**config.mk**
```make
export PLATFORM = sky130hd
export DESIGN_NAME = spi_legacy_master
export DESIGN_NICKNAME = d
export VERILOG_FILES = /design/src/rtl/spi_lm_pkg.sv /design/src/rtl/spi_lm_flush_timer.sv /design/src/rtl/spi_lm_shifter.sv /design/src/rtl/spi_lm_regs.sv /design/src/rtl/spi_legacy_master.sv
export SDC_FILE = /design/constraint.sdc
export NUM_CORES = 1
export LEC_CHECK = 0
export BUFFER_PORTS_ARGS = -buffer_cell sky130_fd_sc_hd__buf_4
export CAP_MARGIN = 5
export CELL_PAD_IN_SITES_DETAIL_PLACEMENT = 0
export CELL_PAD_IN_SITES_GLOBAL_PLACEMENT = 2
export CORE_AREA = 5 5 108 110
export CTS_CLUSTER_SIZE = 14
export DETAILED_ROUTE_END_ITERATION = 10
export DIE_AREA = 0 0 113 115
export GPL_TIMING_DRIVEN = 0
export PLACE_DENSITY = 0.88
export SYNTH_ARGS = -nofsm -noshare
export SYNTH_HDL_FRONTEND = slang
export SYNTH_HIERARCHICAL = 1
export SYNTH_SLANG_ARGS = --single-unit
```
**constraint.sdc**
```tcl
create_clock -name clk -period 5.1 [get_ports clk]
set_input_delay 0.765 -clock clk [delete_from_list [all_inputs] [get_ports clk]]
set_output_delay 0.765 -clock clk [all_outputs]
set_load 0.02 [all_outputs]
```
**src/rtl/spi_lm_pkg.sv**
```systemverilog
package spi_lm_pkg;

  localparam int REG_W = 32;
  localparam int BYTE_W = 8;

  typedef enum logic [1:0] {
    RSEL_CTRL = 2'd0,
    RSEL_CFG  = 2'd1,
    RSEL_TX   = 2'd2,
    RSEL_RX   = 2'd3
  } reg_sel_e;

  localparam int CTRL_RDY_BIT  = 1;
  localparam int CTRL_CS_LSB   = 16;

  localparam int CFG_DIV_LSB   = 0;
  localparam int CFG_DIV_W     = 5;
  localparam int CFG_LEN_BIT   = 5;
  localparam int CFG_PHA_BIT   = 6;
  localparam int CFG_POL_BIT   = 7;
  localparam int CFG_FLUSH_BIT = 9;
  localparam int CFG_FIFO_BIT  = 17;

  typedef struct packed {
    logic [CFG_DIV_W-1:0] div;
    logic                 pha;
    logic                 pol;
  } shift_cfg_t;

endpackage

```
**src/rtl/spi_lm_flush_timer.sv**
```systemverilog
module spi_lm_flush_timer #(
  parameter int FLUSH_CYC = 4
) (
  input  logic clk,
  input  logic rst_n,
  input  logic set_i,
  output logic pending_o
);
  localparam int CW = $clog2(FLUSH_CYC + 1) + 1;

  logic [CW-1:0] remain;
  logic [CW-1:0] age;

  always_ff @(posedge clk or negedge rst_n) begin
    if (!rst_n) begin
      pending_o <= 1'b0;
      remain    <= '0;
    end else if (set_i) begin
      pending_o <= 1'b1;
      remain    <= CW'(FLUSH_CYC - 1);
    end else if (pending_o) begin
      if (remain == '0) pending_o <= 1'b0;
      else              remain    <= remain - 1'b1;
    end
  end

  // cycle age of the current flush request, used by the check below
  always_ff @(posedge clk or negedge rst_n) begin
    if (!rst_n)         age <= '0;
    else if (set_i)     age <= '0;
    else if (pending_o) age <= age + 1'b1;
  end

  // the request bit never survives FLUSH_CYC cycles
  a_r8_flush_self_clears: assert property (@(posedge clk) disable iff (!rst_n)
    pending_o |-> (age < CW'(FLUSH_CYC)));

endmodule

```
**src/rtl/spi_lm_shifter.sv**
```systemverilog
module spi_lm_shifter
  import spi_lm_pkg::*;
(
  input  logic              clk,
  input  logic              rst_n,
  input  logic              start_i,
  input  logic [BYTE_W-1:0] tx_byte_i,
  input  shift_cfg_t        cfg_i,
  input  logic              miso_i,
  output logic              busy_o,
  output logic              sck_o,
  output logic              mosi_o,
  output logic [BYTE_W-1:0] rx_byte_o,
  output logic              rx_done_o
);
  localparam int EDGES = 2 * BYTE_W;
  localparam int EW    = $clog2(EDGES);

  logic [CFG_DIV_W-1:0] half_c, half_q, hcnt;
  logic [EW-1:0]        ecnt;
  logic                 tog, pha_q, pol_q;
  logic [BYTE_W-1:0]    out_q, in_q;
  logic                 edge_now, lead, sample_edge;

  // half period in input clocks: ceil(P/2), floor of one
  always_comb begin
    if (cfg_i.div < CFG_DIV_W'(2)) half_c = CFG_DIV_W'(1);
    else half_c = CFG_DIV_W'((6'(cfg_i.div) + 6'd1) >> 1);
  end

  assign edge_now    = busy_o && (hcnt == half_q - 1'b1);
  assign lead        = ~ecnt[0];
  assign sample_edge = (lead == ~pha_q);

  always_ff @(posedge clk or negedge rst_n) begin
    if (!rst_n) begin
      busy_o    <= 1'b0;
      half_q    <= CFG_DIV_W'(1);
      hcnt      <= '0;
      ecnt      <= '0;
      tog       <= 1'b0;
      pha_q     <= 1'b0;
      pol_q     <= 1'b0;
      out_q     <= '0;
      in_q      <= '0;
      rx_done_o <= 1'b0;
    end else begin
      rx_done_o <= 1'b0;
      if (start_i && !busy_o) begin
        busy_o <= 1'b1;
        half_q <= half_c;
        hcnt   <= '0;
        ecnt   <= '0;
        tog    <= 1'b0;
        pha_q  <= cfg_i.pha;
        pol_q  <= cfg_i.pol;
        out_q  <= tx_byte_i;
      end else if (busy_o) begin
        if (edge_now) begin
          hcnt <= '0;
          tog  <= ~tog;
          ecnt <= ecnt + 1'b1;
          if (sample_edge)       in_q  <= {in_q[BYTE_W-2:0], miso_i};
          else if (ecnt != '0)   out_q <= {out_q[BYTE_W-2:0], 1'b0};
          if (ecnt == EW'(EDGES - 1)) begin
            busy_o    <= 1'b0;
            rx_done_o <= 1'b1;
          end
        end else begin
          hcnt <= hcnt + 1'b1;
        end
      end
    end
  end

  assign sck_o     = busy_o ? (pol_q ^ tog) : cfg_i.pol;
  assign mosi_o    = out_q[BYTE_W-1];
  assign rx_byte_o = in_q;

  // the engine only becomes busy because of an accepted start
  a_r2_busy_from_start: assert property (@(posedge clk) disable iff (!rst_n)
    $rose(busy_o) |-> $past(start_i));

  // the clock sits at the idle level when a transfer begins
  a_r6_no_start_glitch: assert property (@(posedge clk) disable iff (!rst_n)
    (busy_o && !$past(busy_o)) |-> (sck_o == $past(cfg_i.pol)));

  // the serial clock only moves on a half-period boundary
  a_r7_sck_holds: assert property (@(posedge clk) disable iff (!rst_n)
    (busy_o && $past(busy_o) && !$past(edge_now)) |-> $stable(sck_o));

endmodule

```
**src/rtl/spi_lm_regs.sv**
```systemverilog
module spi_lm_regs
  import spi_lm_pkg::*;
#(
  parameter int NUM_CS    = 2,
  parameter int FLUSH_CYC = 4
) (
  input  logic              clk,
  input  logic              rst_n,
  input  logic              req_valid,
  input  logic              req_write,
  input  logic [1:0]        word_sel,
  input  logic [REG_W-1:0]  req_wdata,
  output logic              rsp_valid,
  output logic [REG_W-1:0]  rsp_rdata,
  input  logic              engine_busy,
  input  logic [BYTE_W-1:0] rx_byte,
  input  logic              rx_done,
  output logic              start,
  output logic [BYTE_W-1:0] tx_byte,
  output shift_cfg_t        shift_cfg,
  output logic [NUM_CS-1:0] cs_en
);
  reg_sel_e          sel;
  logic              wr, rd, flush_set, flush_pend;
  logic              len_q, fifo_q;
  logic [BYTE_W-1:0] tx_q, rx_q;
  logic [REG_W-1:0]  rdata_c;

  assign sel       = reg_sel_e'(word_sel);
  assign wr        = req_valid && req_write;
  assign rd        = req_valid && !req_write;
  assign start     = wr && (sel == RSEL_TX) && !engine_busy;
  assign tx_byte   = req_wdata[BYTE_W-1:0];
  assign flush_set = wr && (sel == RSEL_CFG) && req_wdata[CFG_FLUSH_BIT];

  always_ff @(posedge clk or negedge rst_n) begin
    if (!rst_n) begin
      cs_en     <= '0;
      shift_cfg <= '0;
      len_q     <= 1'b0;
      fifo_q    <= 1'b0;
      tx_q      <= '0;
      rx_q      <= '0;
    end else begin
      if (wr && sel == RSEL_CTRL) cs_en <= req_wdata[CTRL_CS_LSB +: NUM_CS];
      if (wr && sel == RSEL_CFG) begin
        shift_cfg.div <= req_wdata[CFG_DIV_LSB +: CFG_DIV_W];
        shift_cfg.pha <= req_wdata[CFG_PHA_BIT];
        shift_cfg.pol <= req_wdata[CFG_POL_BIT];
        len_q         <= req_wdata[CFG_LEN_BIT];
        fifo_q        <= req_wdata[CFG_FIFO_BIT];
      end
      if (start)   tx_q <= tx_byte;
      if (rx_done) rx_q <= rx_byte;
    end
  end

  spi_lm_flush_timer #(.FLUSH_CYC(FLUSH_CYC)) u_flush (
    .clk      (clk),
    .rst_n    (rst_n),
    .set_i    (flush_set),
    .pending_o(flush_pend)
  );

  always_comb begin
    rdata_c = '0;
    unique case (sel)
      RSEL_CTRL: begin
        rdata_c[CTRL_RDY_BIT]               = !engine_busy;
        rdata_c[CTRL_CS_LSB +: NUM_CS]      = cs_en;
      end
      RSEL_CFG: begin
        rdata_c[CFG_DIV_LSB +: CFG_DIV_W]   = shift_cfg.div;
        rdata_c[CFG_LEN_BIT]                = len_q;
        rdata_c[CFG_PHA_BIT]                = shift_cfg.pha;
        rdata_c[CFG_POL_BIT]                = shift_cfg.pol;
        rdata_c[CFG_FLUSH_BIT]              = flush_pend;
        rdata_c[CFG_FIFO_BIT]               = fifo_q;
      end
      RSEL_TX:  rdata_c[BYTE_W-1:0] = tx_q;
      RSEL_RX:  rdata_c[BYTE_W-1:0] = rx_q;
      default:  rdata_c = '0;
    endcase
  end

  always_ff @(posedge clk or negedge rst_n) begin
    if (!rst_n) begin
      rsp_valid <= 1'b0;
      rsp_rdata <= '0;
    end else begin
      rsp_valid <= rd;
      if (rd) rsp_rdata <= rdata_c;
    end
  end

  // every response answers a read taken on the previous cycle
  a_r1_rsp_after_read: assert property (@(posedge clk) disable iff (!rst_n)
    rsp_valid |-> $past(rd));

  // receive word upper bits stay zero
  a_r5_rx_upper_zero: assert property (@(posedge clk) disable iff (!rst_n)
    (rsp_valid && $past(sel == RSEL_RX)) |-> (rsp_rdata[REG_W-1:BYTE_W] == '0));

  // a transmit write during a transfer leaves the held byte alone
  a_r10_busy_write_dropped: assert property (@(posedge clk) disable iff (!rst_n)
    $past(wr && sel == RSEL_TX && engine_busy) |-> $stable(tx_q));

endmodule

```
**src/rtl/spi_legacy_master.sv**
```systemverilog
module spi_legacy_master
  import spi_lm_pkg::*;
#(
  parameter int NUM_CS    = 2,
  parameter int FLUSH_CYC = 4,
  parameter int ADDR_W    = 4
) (
  input  logic              clk,
  input  logic              rst_n,
  input  logic              req_valid,
  output logic              req_ready,
  input  logic              req_write,
  input  logic [ADDR_W-1:0] req_addr,
  input  logic [31:0]       req_wdata,
  output logic              rsp_valid,
  output logic [31:0]       rsp_rdata,
  output logic              sck,
  output logic              mosi,
  input  logic              miso,
  output logic [NUM_CS-1:0] cs_n
);
  logic              busy, start, rx_done;
  logic [BYTE_W-1:0] tx_byte, rx_byte;
  logic [NUM_CS-1:0] cs_en;
  shift_cfg_t        shift_cfg;

  assign req_ready = 1'b1;

  spi_lm_regs #(.NUM_CS(NUM_CS), .FLUSH_CYC(FLUSH_CYC)) u_regs (
    .clk        (clk),
    .rst_n      (rst_n),
    .req_valid  (req_valid),
    .req_write  (req_write),
    .word_sel   (req_addr[3:2]),
    .req_wdata  (req_wdata),
    .rsp_valid  (rsp_valid),
    .rsp_rdata  (rsp_rdata),
    .engine_busy(busy),
    .rx_byte    (rx_byte),
    .rx_done    (rx_done),
    .start      (start),
    .tx_byte    (tx_byte),
    .shift_cfg  (shift_cfg),
    .cs_en      (cs_en)
  );

  spi_lm_shifter u_shift (
    .clk      (clk),
    .rst_n    (rst_n),
    .start_i  (start),
    .tx_byte_i(tx_byte),
    .cfg_i    (shift_cfg),
    .miso_i   (miso),
    .busy_o   (busy),
    .sck_o    (sck),
    .mosi_o   (mosi),
    .rx_byte_o(rx_byte),
    .rx_done_o(rx_done)
  );

  for (genvar i = 0; i < NUM_CS; i++) begin : g_cs
    assign cs_n[i] = ~cs_en[i];
  end

  // selects only move after a control write
  a_r3_cs_software_only: assert property (@(posedge clk) disable iff (!rst_n)
    !$past(req_valid && req_write && req_addr[3:2] == 2'd0) |-> $stable(cs_n));

endmodule

```
Word level (Yosys, flattened, before mapping)
Cells that the tools add are included.
{"block": "word_totals", "in_bits": 41, "output_inout_bits": 38, "ff_bits": 79, "word_cells": 101}
{"block": "op_classes", "n_mux": 36, "magnitude_cmp": 1, "n_addsub": 5, "n_reduce_logical": 22, "bitwise": 7, "n_eq_ne": 8}
{"op": "two-way mux 8 bit", "n": 5}
{"op": "two-way mux 4 bit", "n": 6}
{"op": "two-way mux 5 bit", "n": 4}
{"op": "one-hot mux 6 bit (3 select lines)", "n": 1}
{"op": "two-way mux 1 bit", "n": 17}
{"op": "logical AND 1 bit", "n": 9}
{"op": "AND reduction 4 bit", "n": 2}
{"op": "nonzero test 2 bit", "n": 4}
{"op": "adder 5 x 1 -> 6 bit (second input constant)", "n": 1}
{"op": "inverter 1 bit", "n": 6}
{"op": "adder 5 x 1 -> 5 bit (second input constant)", "n": 1}
{"op": "== test 5 bit", "n": 1}
{"op": "< comparator 5 x 2 -> 1 bit (second input constant)", "n": 1}
{"op": "subtractor 5 x 1 -> 5 bit (second input constant)", "n": 1}
{"op": "adder 4 x 1 -> 4 bit (second input constant)", "n": 1}
{"op": "== test 2 bit (second input constant)", "n": 2}
{"op": "== test 4 bit (second input constant)", "n": 1}
{"op": "zero test 4 bit", "n": 1}
{"op": "one-hot mux 1 bit (4 select lines)", "n": 1}
{"op": "AND reduction 2 bit", "n": 2}
{"op": "nonzero test 4 bit", "n": 1}
{"op": "subtractor 4 x 1 -> 4 bit (second input constant)", "n": 1}
{"op": "one-hot mux 1 bit (3 select lines)", "n": 1}
{"op": "== test 2 x 1 -> 1 bit (second input constant)", "n": 1}
{"op": "other kinds (7)", "n": 8}

Depth between registers and ports, before layout
Gate-level depths: netlist of run 1.
{"block": "logic_depth", "word_depth": 6, "ltp_mapped": 9, "depth_no_buf": 8}

Modules after synthesis
The synthesis of run 1 kept the hierarchy.
{"module": "spi_lm_regs", "cells_each": 154, "seq_area_each_um2": 975.9, "area_per_inst_um2": 1873.0, "instances": 1}
{"module": "spi_lm_shifter", "cells_each": 169, "seq_area_each_um2": 877.1, "area_per_inst_um2": 1745.4, "instances": 1}
{"module": "spi_lm_flush_timer", "cells_each": 26, "seq_area_each_um2": 125.1, "area_per_inst_um2": 274.0, "instances": 1}
{"module": "spi_legacy_master", "cells_each": 4, "seq_area_each_um2": 0.0, "area_per_inst_um2": 18.8, "instances": 1}

Worst setup path before layout of run 1
Ideal clock, no wire load.
{"block": "synth_path", "kind": "register to register", "start": "register u_shift.half_q[0]", "end": "register u_shift.in_q[0] (netlist: u_shift/rx_byte_o[0])", "stages_incl_launch_ff": 10, "period_less_slack_ns": 2.108, "n_path_buf": 1, "arrival_time_ns": 1.980, "setup_ns": 0.127, "required_ns": 4.973, "setup_slack_ns": 2.992, "path_cell_list": "dfstp_2 > inv_1 > ha_1 > nand2b_1 > o211ai_1 > o211ai_1 > a21oi_2 > and2_1 > buf_6 > mux2_1"}
{"block": "synth_between", "elab_chain_len": 4}
{"element": "start: declaration", "line_no": "spi_lm_shifter.sv:19", "text": "logic [CFG_DIV_W-1:0] half_c, half_q, hcnt;"}
{"element": "start signal: assignment", "line_no": "spi_lm_shifter.sv:51", "text": "half_q <= half_c;"}
{"element": "subtractor 5 x 1 -> 5 bit", "line_no": "spi_lm_shifter.sv:31", "text": "assign edge_now = busy_o && (hcnt == half_q - 1'b1);"}
{"element": "== test 5 bit", "line_no": "spi_lm_shifter.sv:31"}
{"element": "logical AND 1 bit", "line_no": "spi_lm_shifter.sv:31"}
{"element": "AND reduction 4 bit (no source line)"}
{"element": "end signal: assignment", "line_no": "spi_lm_shifter.sv:63", "text": "if (sample_edge) in_q <= {in_q[BYTE_W-2:0], miso_i};"}
{"element": "end: declaration", "line_no": "spi_lm_shifter.sv:22", "text": "logic [BYTE_W-1:0] out_q, in_q;"}
Every way passes these cells.
A chain may end at the register's enable or synchronous reset.

Worst setup path in the final report of run 1
{"block": "layout_path", "start": "register u_shift.busy_o", "end": "output port sck"}
{"block": "layout_between", "elab_chain_len": 1}
{"element": "start: declaration", "line_no": "spi_lm_shifter.sv:10", "text": "output logic busy_o,"}
{"element": "start signal: assignment", "line_no": "spi_lm_shifter.sv:37", "text": "busy_o <= 1'b0;"}
{"element": "start signal: assignment", "line_no": "spi_lm_shifter.sv:50", "text": "busy_o <= 1'b1;"}
{"element": "start signal: assignment", "line_no": "spi_lm_shifter.sv:66", "text": "busy_o <= 1'b0;"}
{"element": "two-way mux 1 bit", "line_no": "spi_lm_shifter.sv:76", "text": "assign sck_o = busy_o ? (pol_q ^ tog) : cfg_i.pol;"}
{"element": "end: declaration", "line_no": "spi_legacy_master.sv:17", "text": "output logic sck,"}
Every way passes these cells.

==> results_dict.tcl, run 1 <==
set metrics [dict create \
    status "completed" \
    worstPathArrival_ps 1790 \
    antenna_cells 0 \
    die_y_um 115 \
    critPathMostFrequentCell "clkbuf_1" \
    timing.critical_path.buf_inv 3 \
    critPathCaptureType "primary output" \
    rsz0062_at_grt "no" \
    ff2ff_setup_slack_ps 2790 \
    fin_util_pct 43.7 \
    tns_ps 0 \
    vias_per_cell 4.65 \
    via_count 2613 \
    postCtsHoldBufs 0 \
    gr-total-overflow 0 \
    drc 0 \
    crit_required_ps 4340 \
    crit_family "buffers and inverters" \
    synthFlopType "dfrtp_1" \
    start_util_pct 36.9 \
    rows 38 \
    min_period_ps 2560 \
    cts_setup_buffers 0 \
    grt_max_degree 80 \
    clk_latency_ps 340 \
    yosysWarnings 6 \
    power.density_nw_per_um2 487 \
    fillers 1000 \
    worstHoldPathType "reg -> reg" \
    wirelength_mm 7.70 \
    grt_pass1_vias 2646 \
    synth-seq-cells 79 \
    syn_inst 353 \
    die_w_um 113 \
    cp_slowest_stage_delay_ps 390 \
    final_common_cell "dfrtp_1" \
    drv_cap 0 \
    track_usage_pct 12.4 \
    clock-root-buffer "clkbuf_8" \
    antenna_found_initial 0 \
    cts_tree "done" \
    cts_sinks 79 \
    cts_made_buffers 9 \
    numPortBuffers 33 \
    avgSynthCellArea_um2 11.1 \
    synth_enable_flop_cells 0 \
    final_nets 465 \
    synth_top_area_share_pct 49.9 \
    power_mw 2.26 \
    die_area_um2 13000 \
    path_class "reg -> out" \
    grt_pass1_wl_mm 13.0 \
    synth_cell_type_count 45 \
    tightestPinTransition_ps 991 \
    syn_area_um2 3910 \
    ios 79 \
    start_kind "flop" \
    hold_viol 0 \
    final_layout_size_suffix_gt1_share_pct 30.8 \
    max_freq_mhz 391 \
    async_flop_share_pct 100 \
    drv_slew 0 \
    final_cell_mix "dfrtp_1, buf_4, nor2_1, mux2_2, nand2_1" \
    synth_area_leaders "dfrtp_1, mux2_2, buf_4, mux2i_1, nor2_1" \
    relSlewSlack_pct 34.0 \
    crit_fanout 10 \
    htree_levels 3 \
    worst_clock_skew_ps 10.2 \
    cts.clk_slew.worst_paths_ps 80 \
    coreArea_um2 10600 \
    peakVddDrop_v 0.000212 \
    wire_per_inst_um 13.7 \
    ant_nets 0 \
    drtIter0Drc 96 \
    cp_slowest_cell "dfrtp_1" \
    synth_seq_area_share_pct 50.6 \
    dp.final_hpwl_mm 5.69 \
    crit_chain "clkbuf_1, clkbuf_1, nor2_1, a21oi_1, buf_4" \
    cts_buffer_depth 2 \
    drtPass1Iterations 5 \
    place.gp.congestion 0.757 \
    ctsResizeCount 0 \
    synth.largest_area_cell "dfrtp_1" \
    p_leak_nw 2.21 \
    finalSetupViolations 0 \
    syn_to_final_growth_pct 18.5 \
    period_share_pct 50.2 \
]
## per-layer routing
metal,track usage [%],wire length [um],vias to the layer above
met1,16.1,3610,1277
met2,21.0,3770,40
met3,1.74,193,6
li1,-,-,1290
met5,0,0,-
met4,5.05,125,0
## registers in the layout, indices dropped and copies added, names as in the netlist, 2 cells and up
register               count
u_regs/shift_cfg           7
u_shift/ecnt               4
u_shift/out_q              8
u_regs/tx_q                8
u_shift/rx_byte_o          8
u_shift/hcnt               5
u_regs/cs_en               2
u_regs/u_flush/remain      4
u_regs/rx_q                8
u_regs/rsp_rdata          11
u_shift/half_q             5
## cells in the mapped netlist (3+ instances only)
| library cell | instances |
|---|---|
| mux2_2 | 35 |
| nand2b_1 | 6 |
| ha_1 | 7 |
| nor2b_1 | 4 |
| buf_4 | 33 |
| nand2_1 | 29 |
| xnor2_1 | 8 |
| nor2_1 | 35 |
| mux2i_1 | 15 |
| nor3_1 | 3 |
| clkbuf_1 | 8 |
| nand3_1 | 8 |
| o21ai_0 | 9 |
| a21oi_1 | 14 |
| inv_1 | 11 |
| a221oi_1 | 7 |
| dfrtp_1 | 78 |
| mux2_1 | 8 |
| xor2_1 | 3 |
## final cells by class
cell class | count | area [um2] | share of cell area (%)
multi-input combinational | 238 | 1660 | 35.9
inverter | 12 | 45.0 | 0.972
clock buffer | 9 | 124 | 2.67
buffer | 44 | 299 | 6.45
tap | 140 | 175 | 3.78
clock inverter | 7 | 103 | 2.21
timing repair buffer | 33 | 248 | 5.34
sequential | 79 | 1980 | 42.7
## final timing paths
path	start	endpoint	cells after the start
max in group asynchronous	rst_n	u_shift/out_q[5]	1
min in group asynchronous	rst_n	u_shift/ecnt[3]	1
min	u_regs/rsp_rdata[9]	u_regs/rsp_rdata[9]	2
max	u_shift/busy_o	sck	5
min reg2reg	u_regs/rsp_rdata[9]	u_regs/rsp_rdata[9]	2
max reg2reg	u_shift/half_q[0]	u_shift/rx_byte_o[6]	9
## through the flow
stage | worst slack [ps] | area, um2 | cells | hold WS (ps)
after floorplan | 2990 | 3990 | 373 | 452
after global placement | 2470 | 4410 | 546 | 462
after detailed placement | 2480 | 4410 | 546 | 472
final | 2540 | 4640 | 562 | 484
after CTS | 2480 | 4640 | 562 | 496
after global routing | 2320 | 4640 | 562 | 523
## logic make-up after synthesis
kind of cell | count (synthesis) | share of synthesized area, %
mux | 58 | 16.2
xor+xnor | 11 | 2.46
simple gates | 96 | 11.9
fa+ha+maj | 7 | 2.24
buf+inv | 56 | 8.80
compound gates | 44 | 7.65
flops | 79 | 50.6
other cells | 2 | 0.192
## report_power, final
| part | switching [mW] | leakage [nW] | internal [mW] |
|---|---|---|---|
| clock | 0.241 | 0.116 | 0.283 |
| combinational | 0.379 | 1.11 | 0.372 |
| sequential | 0.158 | 0.984 | 0.827 |
## worst min-delay path, delay by kind of cell (launching register included)
family	cells	cell delay [ps]
flip-flops	1	350
AND/OR/NAND/NOR	2	110
No activity file was read; power rests on OpenSTA's default activity.
==> inputs of run 2 (changes only) <==
ABC_AREA = 1   (was default)
CORE_AREA = 5 5 125 127   (was 5 5 108 110)
DIE_AREA = 0 0 130 132   (was 0 0 113 115)
PLACE_DENSITY = 0.8   (was 0.88)
clock period = 2.2 ns   (was 5.1 ns; I/O delays follow)
==> results_dict.tcl, run 2 <==
set metrics [dict create \
    start_util_pct 29.4 \
    drv_slew 0 \
    syn_to_final_growth_pct 20.0 \
    tns_ps 0 \
    gr-total-overflow 0 \
    avgSynthCellArea_um2 8.48 \
    antenna_found_initial 0 \
    cts_setup_buffers 0 \
    synth_enable_flop_cells 0 \
    cts_buffer_depth 2 \
    start_kind "flop" \
    hold_viol 0 \
    yosysWarnings 6 \
    ff2ff_setup_slack_ps 170 \
    cts.clk_slew.worst_paths_ps 60 \
    clk_latency_ps 330 \
    wire_per_inst_um 12.7 \
    final_area_um2 5060 \
    largest_reg_flops 11 \
    via_count 3227 \
    ios 79 \
    finalSetupViolations 0 \
    antenna_cells 0 \
    drtIter0Drc 176 \
    power.density_nw_per_um2 1050 \
    grt_pass1_vias 3339 \
    cts_tree "done" \
    path_class "reg -> reg" \
    critPathCaptureType "flop" \
    dp.cells 733 \
    worstPathArrival_ps 2300 \
    rows 44 \
    numPortBuffers 32 \
    rsz0062_at_grt "no" \
    dp.final_hpwl_mm 6.98 \
    synth_top_area_share_pct 46.3 \
    wirelength_mm 9.52 \
    synth_common_cells "nand2_1, dfrtp_1, nand3_1" \
    drc 0 \
    fin_cells 749 \
    tightestPinTransition_ps 1010 \
    min_period_ps 2030 \
    worst_slack_ps 168 \
    r2r_end "u_shift/out_q[6]" \
    peakVddDrop_v 0.000631 \
    status "completed" \
    relSlewSlack_pct 32.4 \
    synth-seq-cells 79 \
    track_usage_pct 11.8 \
    ant_nets 0 \
    yosysMostFrequentCell "nand2_1" \
    final_layout_size_suffix_gt1_share_pct 24.4 \
    multi_input_area_um2 1800 \
    period_share_pct 92.4 \
    drv_cap 0 \
    final_nets 608 \
    worstHoldPathType "in -> async" \
    async_flop_share_pct 100 \
    cts_sinks 79 \
    syn_inst 497 \
    cts_made_buffers 9 \
    fillers 1536 \
    vias_per_cell 4.31 \
    die_y_um 132 \
    grt_pass1_wl_mm 16.3 \
    coreArea_um2 14300 \
    drtPass1Iterations 4 \
    final_cell_mix "nand2_1, dfrtp_1, buf_4" \
    startpoint "u_shift/busy_o" \
    synthFlopType "dfrtp_1" \
    place.gp.congestion 0.777 \
    die_area_um2 17200 \
    synth_area_leaders "dfrtp_1, nand2_1, nand3_1, buf_4, o21ai_2" \
    htree_levels 3 \
    placed_area_um2 4760 \
    place_ws_ps 39.8 \
    die_w_um 130 \
    r2r_cells 10 \
    postCtsHoldBufs 0 \
    max_freq_mhz 492 \
    syn_area_um2 4220 \
    endpoint "u_shift/out_q[6]" \
    worst_clock_skew_ps 4.67 \
    grt_max_degree 80 \
    ctsResizeCount 0 \
    crit_fanout 10 \
    clock-root-buffer "clkbuf_16" \
    largest-register "u_regs/rsp_rdata" \
    p_leak_nw 2.67 \
    crit_required_ps 2470 \
    synth.largest_area_cell "dfrtp_1" \
    r2r_start "u_shift/busy_o" \
    synth_cell_type_count 33 \
    final_common_cell "nand2_1" \
    seq_area_um2 1980 \
    synth_seq_area_share_pct 46.9 \
    power_mw 5.32 \
]
## run 2: report_power, final
part           leakage (nW)  internal (mW)  total (mW)  switching (mW)
Sequential             1.02           1.84        2.19           0.352
Combinational          1.50          0.672        1.64           0.970
Clock                 0.143          0.906        1.48           0.575
Total                  2.67           3.42        5.32            1.90
## run 2: kinds of logic (layout without fill, tap and decap cells)
group                    count (synthesis)  in the layout  synth area share [%]
buffers and inverters                   94            142                  12.2
XOR/XNOR                                 9              9                  1.87
flip-flops                              79             79                  46.9
adder cells (fa/ha/maj)                  7              7                  2.08
other                                    2             22                 0.178
AND/OR/NAND/NOR                        252            252                  26.8
AO/OA/AOI/OAI                           46             46                  7.78
multiplexers                             8              8                  2.14
## run 2: stage by stage
step           hold slack (ps)  util (%)
2_1_floorplan             34.4         -
3_3_place_gp               471      33.3
3_5_place_dp               467      33.3
4_1_cts                    211      35.3
5_1_grt                    237      35.3
6_report                   156      35.3
## run 2: per-layer routing
layer  wire length [um]  GRT usage, %  part of all wire (%)
met5                  0             0                     0
met4                182          4.21                   1.9
met3                367          3.12                   3.9
met2               4430          18.0                    47
met1               4540          16.0                    48
## run 2: worst min path at each step
stage | startpoint | to | slack [ps] | depth (start not counted)
5_1_grt | req_wdata[16] | u_regs/cs_en[0] | 240 | 3
4_1_cts | rst_n | u_regs/cs_en[0] | 210 | 1
6_report | rst_n | u_regs/u_flush/remain[0] | 160 | 1
3_3_place_gp | u_regs/rsp_rdata[6] | u_regs/rsp_rdata[6] | 470 | 2
3_5_place_dp | u_regs/rsp_rdata[2] | u_regs/rsp_rdata[2] | 470 | 2
2_1_floorplan | rst_n | u_regs/cs_en[0] | 30 | 0
## run 2: critical path, stage by stage (launching register included)
cell and delay, ps:
dfrtp_1 520, nor2_4 80, nand2_4 110, buf_6 180
inv_2 50, nand2_2 220, clkbuf_1 480, nand2_1 110
nand2_1 90, nand2_1 50, nand2_1 60
## run 2: final cells by class
type	instances	share of cell area, %
inverters	51	3.88
flip-flops and latches	79	39.1
clock inverters	4	0.940
clock buffers	12	4.87
plain buffers	43	6.28
repair buffers	32	4.75
well taps	184	4.55
multi-input cells	344	35.6
==> inputs of run 3 (changes only) <==
--- a/config.mk
+++ b/config.mk
@@ -16,3 +16,2 @@
 export DIE_AREA = 0 0 130 132
-export GPL_TIMING_DRIVEN = 0
 export PLACE_DENSITY = 0.8
==> constraint.sdc (replaced) <==
create_clock -name clk -period 2.2 [get_ports clk]
set_input_delay 0.11 -clock clk [delete_from_list [all_inputs] [get_ports clk]]
set_output_delay 0.11 -clock clk [all_outputs]
set_load 0.02 [all_outputs]
==> results_dict.tcl, run 3 (synthesis results as in run 2) <==
set metrics [dict create \
    track_usage_pct 11.4 \
    min_period_ps 2000 \
    critPathCaptureType "flop" \
    power.density_nw_per_um2 1100 \
    clock-root-buffer "clkbuf_16" \
    htree_levels 3 \
    die_y_um 132 \
    max_freq_mhz 499 \
    worstHoldPathType "in -> reg" \
    multi_input_area_um2 1800 \
    syn_to_final_growth_pct 14.4 \
    place.gp.congestion 0.781 \
    final_cell_mix "nand2_1, dfrtp_1, nand3_1" \
    cts_tree "done" \
    drv_slew 0 \
    cp_slowest_stage_delay_ps 540 \
    dp.final_hpwl_mm 6.66 \
    final_layout_size_suffix_gt1_share_pct 20.0 \
    wirelength_mm 9.11 \
    gr-total-overflow 0 \
    hold_viol 0 \
    drtIter0Drc 198 \
    crit_fanout 16 \
    ff2ff_setup_slack_ps 200 \
    antenna_cells 0 \
    seq_area_um2 1980 \
    start_kind "flop" \
    die_w_um 130 \
    cts_buffer_depth 2 \
    final_common_cell "nand2_1" \
    final_nets 572 \
    rsz0062_at_grt "no" \
    status "completed" \
    fin_util_pct 33.7 \
    cts_sinks 79 \
    drtPass1Iterations 4 \
    tns_ps 0 \
    cts.clk_slew.worst_paths_ps 60 \
    via_count 3084 \
    die_area_um2 17200 \
    grt_pass1_wl_mm 15.5 \
    start_util_pct 29.4 \
    grt_pass1_vias 3104 \
    ios 79 \
    crit_required_ps 2420 \
    vias_per_cell 4.33 \
    cp_slowest_cell "dfstp_2" \
    worstPathArrival_ps 2220 \
    drc 0 \
    drv_cap 0 \
    grt_max_degree 49 \
    largest-register "u_regs/rsp_rdata" \
    worst_clock_skew_ps 5.49 \
    rows 44 \
    ant_nets 0 \
    wire_per_inst_um 12.8 \
    clk_latency_ps 340 \
    crit_chain "inv_1, ha_1, nand2_1, inv_1, nor2_1, nand3_1, nor2_4, nand3_4, nand2_1, o21ai_2" \
    p_leak_nw 2.51 \
    numPortBuffers 33 \
    antenna_found_initial 0 \
    largest_reg_flops 11 \
    finalSetupViolations 0 \
    fillers 1505 \
    path_class "reg -> reg" \
    coreArea_um2 14300 \
    peakVddDrop_v 0.000435 \
    period_share_pct 91.0 \
    cts_made_buffers 9 \
]
-- run 3: cell types whose count changed in the layout (fill, tap and decap cells not counted) --
cell	delta
nand2_2	+1
dlygate4sd3_1	+2
clkbuf_1	-6
clkinvlp_4	-1
buf_2	-2
buf_6	-5
buf_12	+1
nand2_4	-1
clkbuf_8	+2
buf_4	-27
-- run 3: layout make-up --
cell class	instances	share of cell area (%)
inverters	51	4.07
multi-input cells	344	37.3
flip-flops and latches	79	41.0
clock buffers	13	5.60
repair buffers	39	6.43
well taps	184	4.77
clock inverters	3	0.830
-- run 3: per-layer routing --
metal	track usage (%)	vias to the layer above	part of all wire (%)	wire [um]
met5	0	-	0	0
met4	4.56	0	1.6	150
met3	3.20	11	4.5	413
met2	17.1	55	47	4270
met1	15.5	1435	47	4280
li1	-	1583	-	-
-- run 3: power by group --
group / leakage [nW] / switching [mW] / internal (mW)
sequential: 1.02 / 0.352 / 1.84
clock: 0.156 / 0.564 / 0.968
combinational: 1.33 / 0.944 / 0.628
-- run 3: what timing repair did --
action	4_1_cts	5_1_grt
buffers inserted	0	0
hold endpoints to repair	32	0
resized for setup	0	0
hold buffers	2	0
-- run 3: stage by stage --
stage | power (mW) | hold slack [ps] | worst slack, ps | cell area [um2] | instances
after global placement | 3.77 | 76.7 | 207 | 4490 | 695
after CTS | 5.39 | 1.51 | 172 | 4820 | 713
after floorplan | 3.42 | -186 | 349 | 4290 | 517
after global routing | 5.73 | 18.3 | 32.9 | 4820 | 713
after detailed placement | 3.81 | 82.9 | 190 | 4490 | 695
final | 5.30 | 13.6 | 197 | 4820 | 713
-- run 3: worst max-delay path, delay by kind of cell (launching register included) --
family | cells | cell delay (ps)
compound gates | 1 | 60
fa+ha+maj | 1 | 310
buf+inv | 2 | 120
flops | 1 | 540
simple gates | 6 | 850
-- run 3: worst paths after layout --
path / start / end / cells after the start
max: u_shift/half_q[0] / u_shift/rx_byte_o[6] / 10
min: req_wdata[0] / u_shift/out_q[0] / 3
max reg2reg: u_shift/half_q[0] / u_shift/rx_byte_o[6] / 10
min reg2reg: u_regs/tx_q[6] / u_regs/tx_q[6] / 2
max in group asynchronous: rst_n / u_shift/half_q[0] / 3
min in group asynchronous: rst_n / u_regs/u_flush/remain[0] / 2
